[config.mk]
export PLATFORM = sky130hd
export DESIGN_NAME = quad_encoder_bank
export DESIGN_NICKNAME = d
export VERILOG_FILES = /design/src/rtl/qe_pkg.sv /design/src/rtl/qe_sync_filter.sv /design/src/rtl/qe_phase_fsm.sv /design/src/rtl/qe_channel.sv /design/src/rtl/quad_encoder_bank.sv
export SDC_FILE = /design/constraint.sdc
export NUM_CORES = 1
export LEC_CHECK = 0
export ABC_AREA = 1
export CORE_ASPECT_RATIO = 0.9
export CORE_UTILIZATION = 40
export DETAILED_ROUTE_END_ITERATION = 16
export SETUP_SLACK_MARGIN = 0.3
export SLEW_MARGIN = 20
export SYNTH_ARGS = -nofsm -noshare
export SYNTH_HDL_FRONTEND = slang
export SYNTH_SLANG_ARGS = --single-unit
[constraint.sdc]
create_clock -name clk -period 3.4 [get_ports clk]
set_input_delay 0.51 -clock clk [delete_from_list [all_inputs] [get_ports clk]]
set_output_delay 0.51 -clock clk [all_outputs]
set_load 0.005 [all_outputs]
[src/rtl/qe_pkg.sv]
package qe_pkg;

    // Decoder state: last accepted {A,B} phase pair
    typedef enum logic [1:0] {
        PH_00 = 2'b00,
        PH_10 = 2'b10,
        PH_11 = 2'b11,
        PH_01 = 2'b01
    } phase_t;

    // Register bank word offsets
    localparam int unsigned OFF_GAP0 = 4;
    localparam int unsigned OFF_STAT = 5;
    localparam int unsigned OFF_GAP1 = 6;
    localparam int unsigned OFF_VER  = 7;

    // Status / control field positions
    localparam int unsigned CLR_LSB   = 0;
    localparam int unsigned LIVE_LSB  = 20;
    localparam int unsigned LATCH_LSB = 24;

endpackage

[src/rtl/qe_sync_filter.sv]
module qe_sync_filter #(
    parameter int unsigned SYNC_STAGES = 2,
    parameter int unsigned FILT_N      = 3
) (
    input  logic clk,
    input  logic rst_n,
    input  logic din,
    output logic dout
);
    localparam int unsigned HIST_W = FILT_N - 1;

    logic [SYNC_STAGES-1:0] sync_q;
    logic [HIST_W-1:0]      hist_q;
    logic [FILT_N-1:0]      window;
    logic                   filt_q;

    assign window = {hist_q, sync_q[SYNC_STAGES-1]};
    assign dout   = filt_q;

    always_ff @(posedge clk) begin
        if (!rst_n) begin
            sync_q <= '0;
            hist_q <= '0;
            filt_q <= 1'b0;
        end else begin
            sync_q <= {sync_q[SYNC_STAGES-2:0], din};
            hist_q <= window[HIST_W-1:0];
            if (&window)
                filt_q <= 1'b1;
            else if (~|window)
                filt_q <= 1'b0;
        end
    end


    filt_rise_chk: assert property (@(posedge clk) disable iff (!rst_n)
        $rose(filt_q) |-> $past(&window));


    filt_fall_chk: assert property (@(posedge clk) disable iff (!rst_n)
        $fell(filt_q) |-> $past(~|window));

endmodule

[src/rtl/qe_phase_fsm.sv]
module qe_phase_fsm
    import qe_pkg::*;
(
    input  logic clk,
    input  logic rst_n,
    input  logic a_f,
    input  logic b_f,
    output logic step_up,
    output logic step_dn
);
    phase_t state_q;
    phase_t cur;
    logic   bad;

    assign cur = phase_t'({a_f, b_f});

    // State register
    always_ff @(posedge clk) begin
        if (!rst_n)
            state_q <= PH_00;
        else
            state_q <= cur;
    end

    // Step outputs
    always_comb begin
        step_up = 1'b0;
        step_dn = 1'b0;
        bad     = 1'b0;
        unique case (state_q)
            PH_00: begin
                step_up = (cur == PH_10);
                step_dn = (cur == PH_01);
                bad     = (cur == PH_11);
            end
            PH_10: begin
                step_up = (cur == PH_11);
                step_dn = (cur == PH_00);
                bad     = (cur == PH_01);
            end
            PH_11: begin
                step_up = (cur == PH_01);
                step_dn = (cur == PH_10);
                bad     = (cur == PH_00);
            end
            PH_01: begin
                step_up = (cur == PH_00);
                step_dn = (cur == PH_11);
                bad     = (cur == PH_10);
            end
        endcase
    end


    one_dir_chk: assert property (@(posedge clk) disable iff (!rst_n)
        !(step_up && step_dn));


    illegal_quiet_chk: assert property (@(posedge clk) disable iff (!rst_n)
        bad |-> (!step_up && !step_dn && $countones(state_q ^ cur) == 2));


    single_edge_chk: assert property (@(posedge clk) disable iff (!rst_n)
        (step_up || step_dn) |-> $countones(state_q ^ cur) == 1);

endmodule

[src/rtl/qe_channel.sv]
module qe_channel #(
    parameter int unsigned CNT_W       = 32,
    parameter int unsigned SYNC_STAGES = 2,
    parameter int unsigned FILT_N      = 3
) (
    input  logic             clk,
    input  logic             rst_n,
    input  logic             pin_a,
    input  logic             pin_b,
    input  logic             pin_idx,
    input  logic             cnt_clr,
    input  logic             flag_clr,
    output logic [CNT_W-1:0] count,
    output logic             idx_live,
    output logic             idx_flag
);
    logic a_f, b_f, idx_f;
    logic up, dn;
    logic idx_prev_q;
    logic idx_rise;
    logic [CNT_W-1:0] cnt_q;
    logic flag_q;

    qe_sync_filter #(.SYNC_STAGES(SYNC_STAGES), .FILT_N(FILT_N)) u_filt_a (
        .clk(clk), .rst_n(rst_n), .din(pin_a), .dout(a_f));
    qe_sync_filter #(.SYNC_STAGES(SYNC_STAGES), .FILT_N(FILT_N)) u_filt_b (
        .clk(clk), .rst_n(rst_n), .din(pin_b), .dout(b_f));
    qe_sync_filter #(.SYNC_STAGES(SYNC_STAGES), .FILT_N(FILT_N)) u_filt_idx (
        .clk(clk), .rst_n(rst_n), .din(pin_idx), .dout(idx_f));

    qe_phase_fsm u_fsm (
        .clk(clk), .rst_n(rst_n), .a_f(a_f), .b_f(b_f),
        .step_up(up), .step_dn(dn));

    assign idx_rise = idx_f & ~idx_prev_q;

    always_ff @(posedge clk) begin
        if (!rst_n) begin
            cnt_q      <= '0;
            idx_prev_q <= 1'b0;
            flag_q     <= 1'b0;
        end else begin
            idx_prev_q <= idx_f;
            if (cnt_clr)
                cnt_q <= '0;
            else if (up)
                cnt_q <= cnt_q + 1'b1;
            else if (dn)
                cnt_q <= cnt_q - 1'b1;
            if (idx_rise)
                flag_q <= 1'b1;
            else if (flag_clr)
                flag_q <= 1'b0;
        end
    end

    assign count    = cnt_q;
    assign idx_live = idx_f;
    assign idx_flag = flag_q;


    clr_zero_chk: assert property (@(posedge clk) disable iff (!rst_n)
        cnt_clr |=> (cnt_q == '0));


    inc_chk: assert property (@(posedge clk) disable iff (!rst_n)
        (up && !cnt_clr) |=> (cnt_q == $past(cnt_q) + 1'b1));


    dec_wrap_chk: assert property (@(posedge clk) disable iff (!rst_n)
        (dn && !cnt_clr) |=> (cnt_q == $past(cnt_q) - 1'b1));


    hold_chk: assert property (@(posedge clk) disable iff (!rst_n)
        (!up && !dn && !cnt_clr) |=> $stable(cnt_q));


    set_wins_chk: assert property (@(posedge clk) disable iff (!rst_n)
        idx_rise |=> flag_q);


    flag_clear_chk: assert property (@(posedge clk) disable iff (!rst_n)
        (flag_clr && !idx_rise) |=> !flag_q);


    flag_sticky_chk: assert property (@(posedge clk) disable iff (!rst_n)
        (flag_q && !flag_clr) |=> flag_q);

endmodule

[src/rtl/quad_encoder_bank.sv]
module quad_encoder_bank
    import qe_pkg::*;
#(
    parameter int unsigned  NUM_CH      = 4,
    parameter int unsigned  CNT_W       = 32,
    parameter int unsigned  DATA_W      = 32,
    parameter int unsigned  ADDR_W      = 3,
    parameter int unsigned  SYNC_STAGES = 2,
    parameter int unsigned  FILT_N      = 3,
    parameter logic [31:0]  VERSION     = 32'h0001_0400
) (
    input  logic              clk,
    input  logic              rst_n,
    input  logic [NUM_CH-1:0] enc_a,
    input  logic [NUM_CH-1:0] enc_b,
    input  logic [NUM_CH-1:0] enc_idx,
    input  logic [ADDR_W-1:0] bus_addr,
    input  logic              bus_wr,
    input  logic [DATA_W-1:0] bus_wdata,
    output logic [DATA_W-1:0] bus_rdata
);
    localparam int unsigned CH_W = (NUM_CH > 1) ? $clog2(NUM_CH) : 1;

    logic [CNT_W-1:0]  cnt_arr [NUM_CH];
    logic [NUM_CH-1:0] live_vec;
    logic [NUM_CH-1:0] flag_vec;
    logic [NUM_CH-1:0] clr_vec;
    logic [NUM_CH-1:0] fclr_vec;
    logic              wr_stat;
    logic [DATA_W-1:0] status_word;
    logic [DATA_W-1:0] rd_next;
    logic [DATA_W-1:0] rdata_q;

    assign wr_stat  = bus_wr && (int'(bus_addr) == OFF_STAT);
    assign clr_vec  = wr_stat ? bus_wdata[CLR_LSB +: NUM_CH] : '0;
    assign fclr_vec = wr_stat ? bus_wdata[LATCH_LSB +: NUM_CH] : '0;

    for (genvar g = 0; g < NUM_CH; g++) begin : g_ch
        qe_channel #(
            .CNT_W(CNT_W), .SYNC_STAGES(SYNC_STAGES), .FILT_N(FILT_N)
        ) u_ch (
            .clk      (clk),
            .rst_n    (rst_n),
            .pin_a    (enc_a[g]),
            .pin_b    (enc_b[g]),
            .pin_idx  (enc_idx[g]),
            .cnt_clr  (clr_vec[g]),
            .flag_clr (fclr_vec[g]),
            .count    (cnt_arr[g]),
            .idx_live (live_vec[g]),
            .idx_flag (flag_vec[g])
        );
    end

    always_comb begin
        status_word = '0;
        status_word[LIVE_LSB +: NUM_CH]  = live_vec;
        status_word[LATCH_LSB +: NUM_CH] = flag_vec;
    end

    always_comb begin
        rd_next = '0;
        if (int'(bus_addr) < NUM_CH)
            rd_next = DATA_W'(cnt_arr[bus_addr[CH_W-1:0]]);
        else if (int'(bus_addr) == OFF_STAT)
            rd_next = status_word;
        else if (int'(bus_addr) == OFF_VER)
            rd_next = DATA_W'(VERSION);
    end

    always_ff @(posedge clk) begin
        if (!rst_n)
            rdata_q <= '0;
        else
            rdata_q <= rd_next;
    end

    assign bus_rdata = rdata_q;


    gap_zero_chk: assert property (@(posedge clk) disable iff (!rst_n)
        (int'(bus_addr) == OFF_GAP0 || int'(bus_addr) == OFF_GAP1) |=> (bus_rdata == '0));


    version_chk: assert property (@(posedge clk) disable iff (!rst_n)
        (int'(bus_addr) == OFF_VER) |=> (bus_rdata == DATA_W'(VERSION)));


    status_spare_chk: assert property (@(posedge clk) disable iff (!rst_n)
        (int'(bus_addr) == OFF_STAT) |=>
            ($countones(bus_rdata) == $countones($past(live_vec)) + $countones($past(flag_vec))));

endmodule

==> results.json <==
{
  "tritoncts": "done",
  "start_kind": "flip-flop",
  "hold_viol_final": 0,
  "clockRootBuffer": "clkbuf_16",
  "yosys_warnings": 0,
  "track_usage_pct": 25.1,
  "path_buf_inv": 2,
  "avgSynthCellArea_um2": 6.27,
  "hold_path.class": "reg2reg",
  "core_mm2": 0.0423,
  "grt_pass1_vias": 15961,
  "setup_tns_ns": 0,
  "worst_pin_slew_ns": 0.886,
  "drt_iter0_drc": 1553,
  "syn-cell-area_mm2": 0.0173,
  "ant_nets": 0,
  "htree_levels": 1,
  "clock_sinks": 236,
  "rsz0062_at_grt": "false",
  "drcViolationCount": 0,
  "grt-ovfl-total": 0,
  "clock_path_buffers": 3,
  "ios": 82,
  "min_from": "g_ch[1].u_ch.u_filt_a.sync_q[0]",
  "routedWlPerCell_um": 16.7,
  "arrival_ns": 3.30,
  "portBuffers": 57,
  "finish.instance_area_mm2": 0.0193,
  "vias": 17723,
  "die_area_mm2": 0.0441,
  "maxCapViolations": 0,
  "critPathTopFamily": "simple AND/OR/NAND/NOR gates",
  "ys.flop_type": "dfxtp_1",
  "diodes": 0,
  "crit_chain": "inv_1, nand2_1, nand2_4, nand2_8, buf_4, xor2_1, nor2_1, nand2_1, nor2_1, nand2_1, nand3_1, nand3_1, nand3_1, nand2_1, nor2_1, nor2_1",
  "dpl_cell_area_mm2": 0.0182,
  "viasPerCell": 5.31,
  "drive_gt1_share_pct": 6.30,
  "place_congestion": 0.956,
  "synth_cells": 2765,
  "crit_path_end_kind": "flip-flop",
  "n_fill_cell": 4450,
  "critPathKind": "reg2reg",
  "ys_ff_latch": 236,
  "fp.dieW_um": 221,
  "drv_slew": 0,
  "syn_nets": 2819,
  "cts.clk_slew.worst_paths_ns": 0.06,
  "synth_edf_count": 0,
  "fin_skew_ns": 0.0180,
  "worst_ir_drop_vdd_mv": 0.373,
  "fmax_mhz": 353,
  "grt_pass1_wl_um": 88000,
  "fin_nets": 2825,
  "outcome": "complete, no violations",
  "ys_types": 53,
  "grt_max_degree": 66,
  "p_leak_nw": 10.2,
  "syn_to_final_growth_pct": 11.4,
  "cpPeakStageDelay_ns": 0.40,
  "drt_wl_total_um": 55900,
  "num_rows": 71,
  "antenna_found_initial": 0,
  "startpoint": "g_ch[0].u_ch.u_filt_a.dout",
  "cts_buffers": 28,
  "synthArstFlopShare_pct": 0,
  "slowest_stage": "dfxtp_1",
  "setup_viol_count_final": 0,
  "crit_path_max_fanout": 31,
  "ys_seq_area_share_pct": 27.3,
  "die_h_um": 199,
  "layout_worst_path_cycle_share_pct": 83.4,
  "first_pass_iters": 5,
  "powerDensity_mw_per_mm2": 344,
  "fin_crit_ns": 2.84,
  "cp.required_ns": 3.86,
  "initial_core_util_pct": 41.0,
  "clk_latency_ns": 0.58,
  "crit-reg2reg-launch": "g_ch[0].u_ch.u_filt_a.dout",
  "max_slew_margin_pct": 40.9,
  "dp_hpwl_um": 42400
}
## registers in the layout, indices dropped and copies added (netlist names)
signal                       count
g_ch.u_ch.count                128
bus_rdata                       32
g_ch.u_ch.u_filt_a.hist_q        8
g_ch.u_ch.u_filt_a.sync_q        8
g_ch.u_ch.u_filt_b.hist_q        8
g_ch.u_ch.u_filt_b.sync_q        8
g_ch.u_ch.u_filt_idx.hist_q      8
g_ch.u_ch.u_filt_idx.sync_q      8
g_ch.u_ch.u_fsm.state_q          8
g_ch.u_ch.idx_flag               4
g_ch.u_ch.idx_prev_q             4
g_ch.u_ch.u_filt_a.dout          4
g_ch.u_ch.u_filt_b.dout          4
g_ch.u_ch.u_filt_idx.dout        4
## timing repair
action                     4_1_cts  5_1_grt
hold endpoints to repair         0        0
hold buffers                     0        0
buffers inserted                 0        0
setup endpoints to repair        0        9
resized for setup                0        2
## report_power, final
group | internal, mW | switching (mW)
clock | 2.24 | 1.29
combinational | 0.107 | 0.203
sequential | 2.80 | 0.0139
total | 5.14 | 1.51
## through the flow
step                hold WS [ns]  setup slack (ns)  util [%]  total power, mW  std cells
floorplan                  0.390              1.23         -             3.03       2765
global placement           0.396             0.604      43.0             3.18       3287
detailed placement         0.400             0.549      43.0             3.18       3287
CTS                        0.415             0.555      45.6             6.73       3339
global route               0.434             0.310      45.6             6.84       3340
finish                     0.412             0.564      45.6             6.65       3340
## metal layers
layer  share of wire (%)  vias to the layer above  track usage, %  routed length [µm]
li1                    -                     8900               -                   -
met1                  49                     8094            37.5               27700
met2                  41                      656            37.3               22700
met3                 7.2                       73            2.93                4050
met4                 2.7                        0            7.33                1520
met5                   0                        -               0                   0
## worst paths after layout
kind                                                        end  slack [ns]  depth (start not counted)
worst max register to register           g_ch[0].u_ch.count[30]        0.56                         16
worst max-delay path                     g_ch[0].u_ch.count[30]        0.56                         16
worst min-delay path            g_ch[1].u_ch.u_filt_a.sync_q[1]        0.41                          2
worst min register to register  g_ch[1].u_ch.u_filt_a.sync_q[1]        0.41                          2
## synthesized netlist by cell type (21+ instances only)
cell	instances	area (µm²)
nand2_2	21	131
o211ai_1	40	300
o21ai_0	188	941
clkbuf_1	56	210
dfxtp_1	236	4720
nor2_1	222	833
inv_1	490	1840
o21bai_1	32	240
xor2_2	21	342
nor3_1	24	120
xor2_1	79	692
nand3_1	177	886
a41oi_1	39	342
o41ai_1	61	534
nand2_1	717	2690
a21oi_1	154	771
## worst min-delay path: stages (launching register included)
cell and delay [ns]:
dfxtp_1 0.30, nand2_1 0.05, inv_1 0.04
## cell families after synthesis
group           after synthesis  synth area share (%)
buf+inv                     605                  14.3
flops                       236                  27.3
fa+ha+maj                     4                 0.289
xor+xnor                    122                  7.84
simple gates               1222                  29.8
compound gates              576                  20.5
## final cells by class
cell class              count  area [µm²]  share of cell area [%]
clock inverters            14         259                    1.34
inverters                 501        1880                    9.75
clock buffers              38         830                    4.30
flip-flops and latches    236        4720                    24.5
repair buffers             79         751                    3.89
well taps                 547         684                    3.55
multi-input cells        1925       10200                    52.7
## cells in the final DEF (no fill, tap or decap), types with 11 or more instances in the layout
cell             count
nand3_1            177
o41ai_1             61
a21oi_1            150
xor2_1              79
clkbuf_16           29
nor2_2              14
nor3_1              24
nand2_1            717
o21ai_1             16
inv_2               11
nand3b_1            11
buf_4               20
nor2_1             222
a41oi_1             39
o21ai_0            188
xnor2_1             15
dfxtp_1            236
nand2_2             21
inv_1              490
xor2_2              21
o211ai_1            40
clkdlybuf4s50_1     55
o21bai_1            32
(Power assumes the default switching activity.)
